$ cat src/rtl/swc_pkg.sv
package swc_pkg;

  typedef enum logic [1:0] {
    PS_AWAKE  = 2'd0,
    PS_WFE    = 2'd1,
    PS_WFI    = 2'd2,
    PS_WAKING = 2'd3
  } pwr_state_t;

  localparam int unsigned BIT_SEV_ON_PEND = 4;
  localparam int unsigned BIT_DEEP_SEL    = 2;
  localparam int unsigned BIT_ON_EXIT     = 1;

  typedef struct packed {
    logic sev_on_pend;
    logic deep_sel;
    logic sleep_on_exit;
  } ctrl_t;

endpackage

$ cat src/rtl/swc_ctrl_reg.sv
module swc_ctrl_reg
  import swc_pkg::*;
#(
  parameter int unsigned DATA_W = 32
) (
  input  logic              clk,
  input  logic              rst,
  input  logic              we,
  input  logic [DATA_W-1:0] wdata,
  output logic [DATA_W-1:0] rdata,
  output ctrl_t             ctrl
);

  ctrl_t ctrl_q;

  always_ff @(posedge clk) begin
    if (rst) begin
      ctrl_q <= '0;
    end else if (we) begin
      ctrl_q.sev_on_pend   <= wdata[BIT_SEV_ON_PEND];
      ctrl_q.deep_sel      <= wdata[BIT_DEEP_SEL];
      ctrl_q.sleep_on_exit <= wdata[BIT_ON_EXIT];
    end
  end

  always_comb begin
    rdata                  = '0;
    rdata[BIT_SEV_ON_PEND] = ctrl_q.sev_on_pend;
    rdata[BIT_DEEP_SEL]    = ctrl_q.deep_sel;
    rdata[BIT_ON_EXIT]     = ctrl_q.sleep_on_exit;
  end

  assign ctrl = ctrl_q;

  // Written value of each field is what reads back on the following cycle.
  assert_write_readback_R1: assert property (@(posedge clk) disable iff (rst)
    we |=> (rdata[BIT_SEV_ON_PEND] == $past(wdata[BIT_SEV_ON_PEND])) &&
           (rdata[BIT_DEEP_SEL]    == $past(wdata[BIT_DEEP_SEL])) &&
           (rdata[BIT_ON_EXIT]     == $past(wdata[BIT_ON_EXIT])));

  // Without a write, the word keeps its value.
  assert_hold_no_write_R1: assert property (@(posedge clk) disable iff (rst)
    (!we && !$past(rst)) |=> $stable(rdata));

endmodule

$ cat src/rtl/swc_wake_src.sv
module swc_wake_src #(
  parameter int unsigned NUM_IRQ = 8
) (
  input  logic               clk,
  input  logic               rst,
  input  logic               sev_on_pend,
  input  logic [NUM_IRQ-1:0] irq_pending,
  input  logic [NUM_IRQ-1:0] irq_enable,
  input  logic               sev_exec,
  input  logic               ext_event,
  output logic               irq_wake,
  output logic               evt_wake
);

  logic [NUM_IRQ-1:0] pend_q;
  logic [NUM_IRQ-1:0] rise;
  logic [NUM_IRQ-1:0] hit;

  always_ff @(posedge clk) begin
    if (rst) pend_q <= '0;
    else     pend_q <= irq_pending;
  end

  assign rise = irq_pending & ~pend_q;

  for (genvar i = 0; i < NUM_IRQ; i++) begin : g_irq
    assign hit[i] = rise[i] & (sev_on_pend | irq_enable[i]);
  end

  assign irq_wake = |hit;
  assign evt_wake = irq_wake | sev_exec | ext_event;

  // With send-event-on-pending clear, disabled interrupts can never be a source.
  assert_no_disabled_wake_R5: assert property (@(posedge clk) disable iff (rst)
    (!sev_on_pend && ((irq_pending & irq_enable) == '0) && !sev_exec && !ext_event)
      |-> !evt_wake);

endmodule

$ cat src/rtl/swc_power_fsm.sv
module swc_power_fsm
  import swc_pkg::*;
(
  input  logic clk,
  input  logic rst,
  input  logic wfe_req,
  input  logic wfi_req,
  input  logic exc_ret_thread,
  input  logic sleep_on_exit,
  input  logic deep_sel,
  input  logic irq_wake,
  input  logic evt_wake,
  output logic sleeping,
  output logic deep_sleep,
  output logic wake_pulse
);

  pwr_state_t state_q, state_n;
  logic ev_q, ev_n;
  logic sleep_q, sleep_n;
  logic deep_q, deep_n;
  logic wake_q, wake_n;
  logic wfi_class;

  assign wfi_class = wfi_req | (exc_ret_thread & sleep_on_exit);

  always_comb begin
    state_n = state_q;
    ev_n    = ev_q;
    sleep_n = sleep_q;
    deep_n  = deep_q;
    wake_n  = 1'b0;
    unique case (state_q)
      PS_AWAKE: begin
        if (wfe_req) begin
          ev_n = 1'b0;
          if (!(ev_q || evt_wake)) begin
            state_n = PS_WFE;
            sleep_n = 1'b1;
            deep_n  = deep_sel;
          end
        end else begin
          if (evt_wake) ev_n = 1'b1;
          if (wfi_class) begin
            if (irq_wake) begin
              ev_n = 1'b0;
            end else begin
              state_n = PS_WFI;
              sleep_n = 1'b1;
              deep_n  = deep_sel;
            end
          end
        end
      end
      PS_WFE: begin
        if (evt_wake) begin
          state_n = PS_WAKING;
          wake_n  = 1'b1;
        end
      end
      PS_WFI: begin
        if (evt_wake) ev_n = 1'b1;
        if (irq_wake) begin
          state_n = PS_WAKING;
          wake_n  = 1'b1;
        end
      end
      PS_WAKING: begin
        if (evt_wake) ev_n = 1'b1;
        state_n = PS_AWAKE;
        sleep_n = 1'b0;
        deep_n  = 1'b0;
      end
      default: state_n = PS_AWAKE;
    endcase
  end

  always_ff @(posedge clk) begin
    if (rst) begin
      state_q <= PS_AWAKE;
      ev_q    <= 1'b0;
      sleep_q <= 1'b0;
      deep_q  <= 1'b0;
      wake_q  <= 1'b0;
    end else begin
      state_q <= state_n;
      ev_q    <= ev_n;
      sleep_q <= sleep_n;
      deep_q  <= deep_n;
      wake_q  <= wake_n;
    end
  end

  assign sleeping   = sleep_q;
  assign deep_sleep = deep_q;
  assign wake_pulse = wake_q;

  assert_deep_needs_sleep_R2: assert property (@(posedge clk) disable iff (rst)
    deep_sleep |-> sleeping);

  assert_wfe_entry_R2: assert property (@(posedge clk) disable iff (rst)
    (!sleeping && wfe_req && !ev_q && !evt_wake) |=> (sleeping && deep_sleep == $past(deep_sel)));

  assert_wake_single_R3: assert property (@(posedge clk) disable iff (rst)
    wake_pulse |=> !wake_pulse);

  assert_wake_clears_R3: assert property (@(posedge clk) disable iff (rst)
    wake_pulse |=> (!sleeping && !deep_sleep));

  assert_wfe_consumes_R6: assert property (@(posedge clk) disable iff (rst)
    (!sleeping && wfe_req && ev_q) |=> (!sleeping && !ev_q));

  assert_wfi_ignores_evt_R7: assert property (@(posedge clk) disable iff (rst)
    (state_q == PS_WFI && !irq_wake) |=> (!wake_pulse && sleeping));

  assert_same_cycle_irq_R9: assert property (@(posedge clk) disable iff (rst)
    (!sleeping && !wfe_req && wfi_req && irq_wake) |=> (!sleeping && !ev_q));

endmodule

$ cat src/rtl/sleep_wake_ctrl.sv
module sleep_wake_ctrl
  import swc_pkg::*;
#(
  parameter int unsigned NUM_IRQ = 8,
  parameter int unsigned DATA_W  = 32
) (
  input  logic               clk,
  input  logic               rst,
  input  logic               reg_we,
  input  logic [DATA_W-1:0]  reg_wdata,
  output logic [DATA_W-1:0]  reg_rdata,
  input  logic               wfe_req,
  input  logic               wfi_req,
  input  logic               sev_exec,
  input  logic               ext_event,
  input  logic [NUM_IRQ-1:0] irq_pending,
  input  logic [NUM_IRQ-1:0] irq_enable,
  input  logic               exc_ret_thread,
  output logic               sleeping,
  output logic               deep_sleep,
  output logic               wake_pulse
);

  ctrl_t ctrl;
  logic  irq_wake;
  logic  evt_wake;

  swc_ctrl_reg #(.DATA_W(DATA_W)) u_reg (
    .clk   (clk),
    .rst   (rst),
    .we    (reg_we),
    .wdata (reg_wdata),
    .rdata (reg_rdata),
    .ctrl  (ctrl)
  );

  swc_wake_src #(.NUM_IRQ(NUM_IRQ)) u_src (
    .clk         (clk),
    .rst         (rst),
    .sev_on_pend (ctrl.sev_on_pend),
    .irq_pending (irq_pending),
    .irq_enable  (irq_enable),
    .sev_exec    (sev_exec),
    .ext_event   (ext_event),
    .irq_wake    (irq_wake),
    .evt_wake    (evt_wake)
  );

  swc_power_fsm u_fsm (
    .clk            (clk),
    .rst            (rst),
    .wfe_req        (wfe_req),
    .wfi_req        (wfi_req),
    .exc_ret_thread (exc_ret_thread),
    .sleep_on_exit  (ctrl.sleep_on_exit),
    .deep_sel       (ctrl.deep_sel),
    .irq_wake       (irq_wake),
    .evt_wake       (evt_wake),
    .sleeping       (sleeping),
    .deep_sleep     (deep_sleep),
    .wake_pulse     (wake_pulse)
  );

endmodule

$ cat config.mk
export PLATFORM = sky130hd
export DESIGN_NAME = sleep_wake_ctrl
export DESIGN_NICKNAME = d
export VERILOG_FILES = /design/src/rtl/swc_pkg.sv /design/src/rtl/swc_ctrl_reg.sv /design/src/rtl/swc_wake_src.sv /design/src/rtl/swc_power_fsm.sv /design/src/rtl/sleep_wake_ctrl.sv
export SDC_FILE = /design/constraint.sdc
export NUM_CORES = 1
export LEC_CHECK = 0
export ABC_AREA = 1
export CAP_MARGIN = 25
export CORE_ASPECT_RATIO = 0.7
export CORE_MARGIN = 3
export CORE_UTILIZATION = 30
export CTS_BUF_LIST = sky130_fd_sc_hd__clkbuf_8
export DETAILED_ROUTE_END_ITERATION = 8
export PLACE_DENSITY = 0.81
export SLEW_MARGIN = 20
export SYNTH_ARGS = -nofsm -noshare
export SYNTH_HDL_FRONTEND = slang
export SYNTH_SLANG_ARGS = --single-unit
export TNS_END_PERCENT = 10
$ cat constraint.sdc
create_clock -name clk -period 1.6 [get_ports clk]
set_input_delay 0.48 -clock clk [delete_from_list [all_inputs] [get_ports clk]]
set_output_delay 0.48 -clock clk [all_outputs]
set_load 0.005 [all_outputs]
==> impl_results.md <==
- Wire per inst: 9.80 um
- Gate power share: ~36%
- Hold WC Path Type: primary input to flop
- CP delay by family, top: buffers and inverters
- Post-CTS Setup Repair Bufs: 0
- Count leader, synth: buf_4
- Max Buffers Root-to-Sink: 2
- Worst path slowest cell: clkdlybuf4s50_1
- Largest net degree at the start of global routing: 13
- Post-DP Area: about 0.0014 mm2
- FILL cells: roughly 380
- CP Data Required Time: 1120 ps
- Post-route ant nets: 0
- I/O Buffers: 32
- First-pass GRT wire length: about 3500 um
- Pre-antenna DRT Iters: 4
- Initial antenna violation count: 0
- Synthesized area: around 0.0011 mm2
- Final Hold Viols: 0
- Syn. warnings: 0
- Pleak: between 0.8 and 0.9 nW
- Syn_area_per_cell: between 6 and 7 um2
- Part of the power in registers: between 30% and 40%
- Crit path largest cell delay: 490 ps
- Final Cell Area: 0.00158 mm2
- Die Span Y: between 50 and 60 um
- Final wirelength: 2510 um
- Total Routing Usage GR: 9.94%
- Ant diodes: 0
- Yosys top cell area share: a little under 30%
- Grt total ovfl: 0
- CP bufs+invs: 1
- CTS Sinks: 17
- Minimum clock period: approximately 1600 ps
- TritonCTS clock tree: built
- Max_cap viols: 0
- Total CTS buffers: 3
- RSZ-0062 raised after global routing: true
- Synthesized instance count: around 170
- Area contributors post-synth: dfxtp_1 30%, buf_4 21%, nand2_1 8.8%, nor2_1 7.5%, ha_1 5.4%
- Crit Path Category: flop to output pin
- Top_reg_cell synth: dfxtp_1
- Hold_buf cts: 0
- FFs w/ async S/R, synth: 0%
- Part of the power in the clock network: between 20 and 30%
- Core region area: 0.00360 mm2
- Clock skew: between 2 and 2.5 ps
- Starting Density: a little under a third
- # setup viols final: 0
- Int Pwr: approximately 0.85 mW
- Die ar.: around 0.0046 mm2
- Peak VDD IR: roughly 320 uV
- Vias/cell: between 3 and 4
- Psw: 0.440 mW
- Crit end category: output pin
- Seq. cell area: around 340 um2
- Multi-input combinational cell area: 604 um2
- Synthesis-stage register bit count: 17
- Worst-Skew Late Latency: approximately 250 ps
- Root Buffer: clkbuf_8
- Dpl cells: roughly 250
- Final worst-path cycle share: between 90 and 100%
- Die W: approximately 80 um
- Number of global-route vias before repair: ~850
- H-tree Lvls: 1
- Data arrival, critical path: about 1100 ps
- Post-route DRC: 0
- Register area share after synthesis: between 20% and 30%
- HPWL after detailed placement: ~1900 um
- Syn-to-layout area delta: 37.4%
- P per Cell Area: about 810 mW/mm2
- Crit-path max FO: 2
- Via count: ~970
- Startpoint types: flop
- Synth cell types: 21
- Final GP Congestion: 0.796
- FP Rows: 18
- Slew Limit Fails: 0
- Final std cells w/o fill: roughly 260
- Worst-path clk slew: 70 ps
- I/O pins: 91
- Share of cells above drive strength 1: between 20% and 30%
- Post-synth EDFFs: 0
- Nets: ~270
- Fraction of power spent switching nets: approximately 34%
- Status: complete, no violations
- Synth top cells by count: 32 x buf_4, 27 x nand2_1, 23 x nor2_1, 17 x dfxtp_1, 15 x inv_2
- F_max: between 600 and 700 MHz
- Crit path cell chain: clkdlybuf4s50_1
- Initial DRC count: 26
- Post-synth top area cell: dfxtp_1
layout by cell type (no fill, tap or decap), drive strengths merged:
| cell | Yosys | routed |
|---|---|---|
| a21oi | 9 | 9 |
| buf | 32 | 7 |
| clkbuf | 1 | 3 |
| clkdlybuf4s15 | 0 | 1 |
| clkdlybuf4s50 | 0 | 14 |
| clkinv | 1 | 2 |
| conb | 1 | 29 |
| dfxtp | 17 | 17 |
| dlygate4sd2 | 0 | 3 |
| dlymetal6s2s | 0 | 14 |
| ha | 5 | 5 |
| inv | 28 | 28 |
| nand2 | 31 | 31 |
| nand3 | 7 | 7 |
| nor2 | 25 | 25 |
| nor3 | 2 | 2 |
| o21ai | 8 | 8 |
| or2 | 1 | 1 |
sequential cells by signal, summed over array words and instances (netlist names):
name,flops
u_fsm.state_q,2
u_fsm.ev_q,1
u_fsm.deep_sleep,1
u_fsm.wake_pulse,1
u_reg.ctrl,3
u_fsm.sleeping,1
u_src.pend_q,8
metrics by stage:
step	setup WS, ps	hold slack, ps	power [mW]	TNS, ps	util (%)
floorplan	162	449	0.807	0	-
global placement	-332	449	0.906	-1930	40.1
detailed placement	-339	451	0.921	-1920	40.1
CTS	-32.0	462	1.27	-44.8	41.5
global route	-25.7	463	1.38	-56.4	43.8
finish	44.0	454	1.29	0	43.8
kinds of logic after synthesis:
kind of cell | share of synthesized area, %
compound gates | 7.41
simple gates | 26.0
flops | 29.6
buf+inv | 31.2
fa+ha+maj | 5.45
other cells | 0.326
power by group through the flow:
stage | Clock [mW] | Sequential (mW) | Combinational (mW)
4_1_cts | 0.343 | 0.496 | 0.427
3_5_place_dp | 0 | 0.505 | 0.416
6_report | 0.328 | 0.501 | 0.456
2_1_floorplan | 0 | 0.500 | 0.307
3_3_place_gp | 0 | 0.502 | 0.403
5_1_grt | 0.358 | 0.506 | 0.517
routing by layer:
layer | part of all wire [%] | vias to the layer above | track usage [%]
li1 | - | 520 | -
met1 | 42 | 415 | 11.1
met2 | 50 | 34 | 17.3
met3 | 7.9 | 2 | 4.35
met4 | 0.72 | 0 | 2.65
met5 | 0 | - | 0
final cells by class:
class	instances	area share, %
multi-input combinational	117	38.3
tap	50	3.97
sequential	17	21.8
clock buffer	3	2.62
clock inverter	1	0.317
timing repair buffer	39	25.6
inverter	29	7.38
path summary, 6_finish.rpt:
| path | endpoint | slack [ps] | cells past startpoint | startpoint |
|---|---|---|---|---|
| setup / recovery | sleeping | 40 | 1 | u_fsm.sleeping$_SDFFE_PP0P_ |
| hold / removal | u_src.pend_q[1]$_SDFF_PP0_ | 450 | 3 | irq_pending[1] |
| setup reg to reg | u_fsm.deep_sleep$_SDFFE_PP0P_ | 150 | 11 | u_reg.ctrl[2]$_SDFFE_PP0P_ |
| hold reg to reg | u_fsm.sleeping$_SDFFE_PP0P_ | 460 | 2 | u_fsm.sleeping$_SDFFE_PP0P_ |
what timing repair did:
action	4_1_cts	5_1_grt
gates resized for setup	8	32
pin swaps	6	23
endpoints found under the setup margin	8	9
Note: power is estimated with default switching activity, not from simulation.
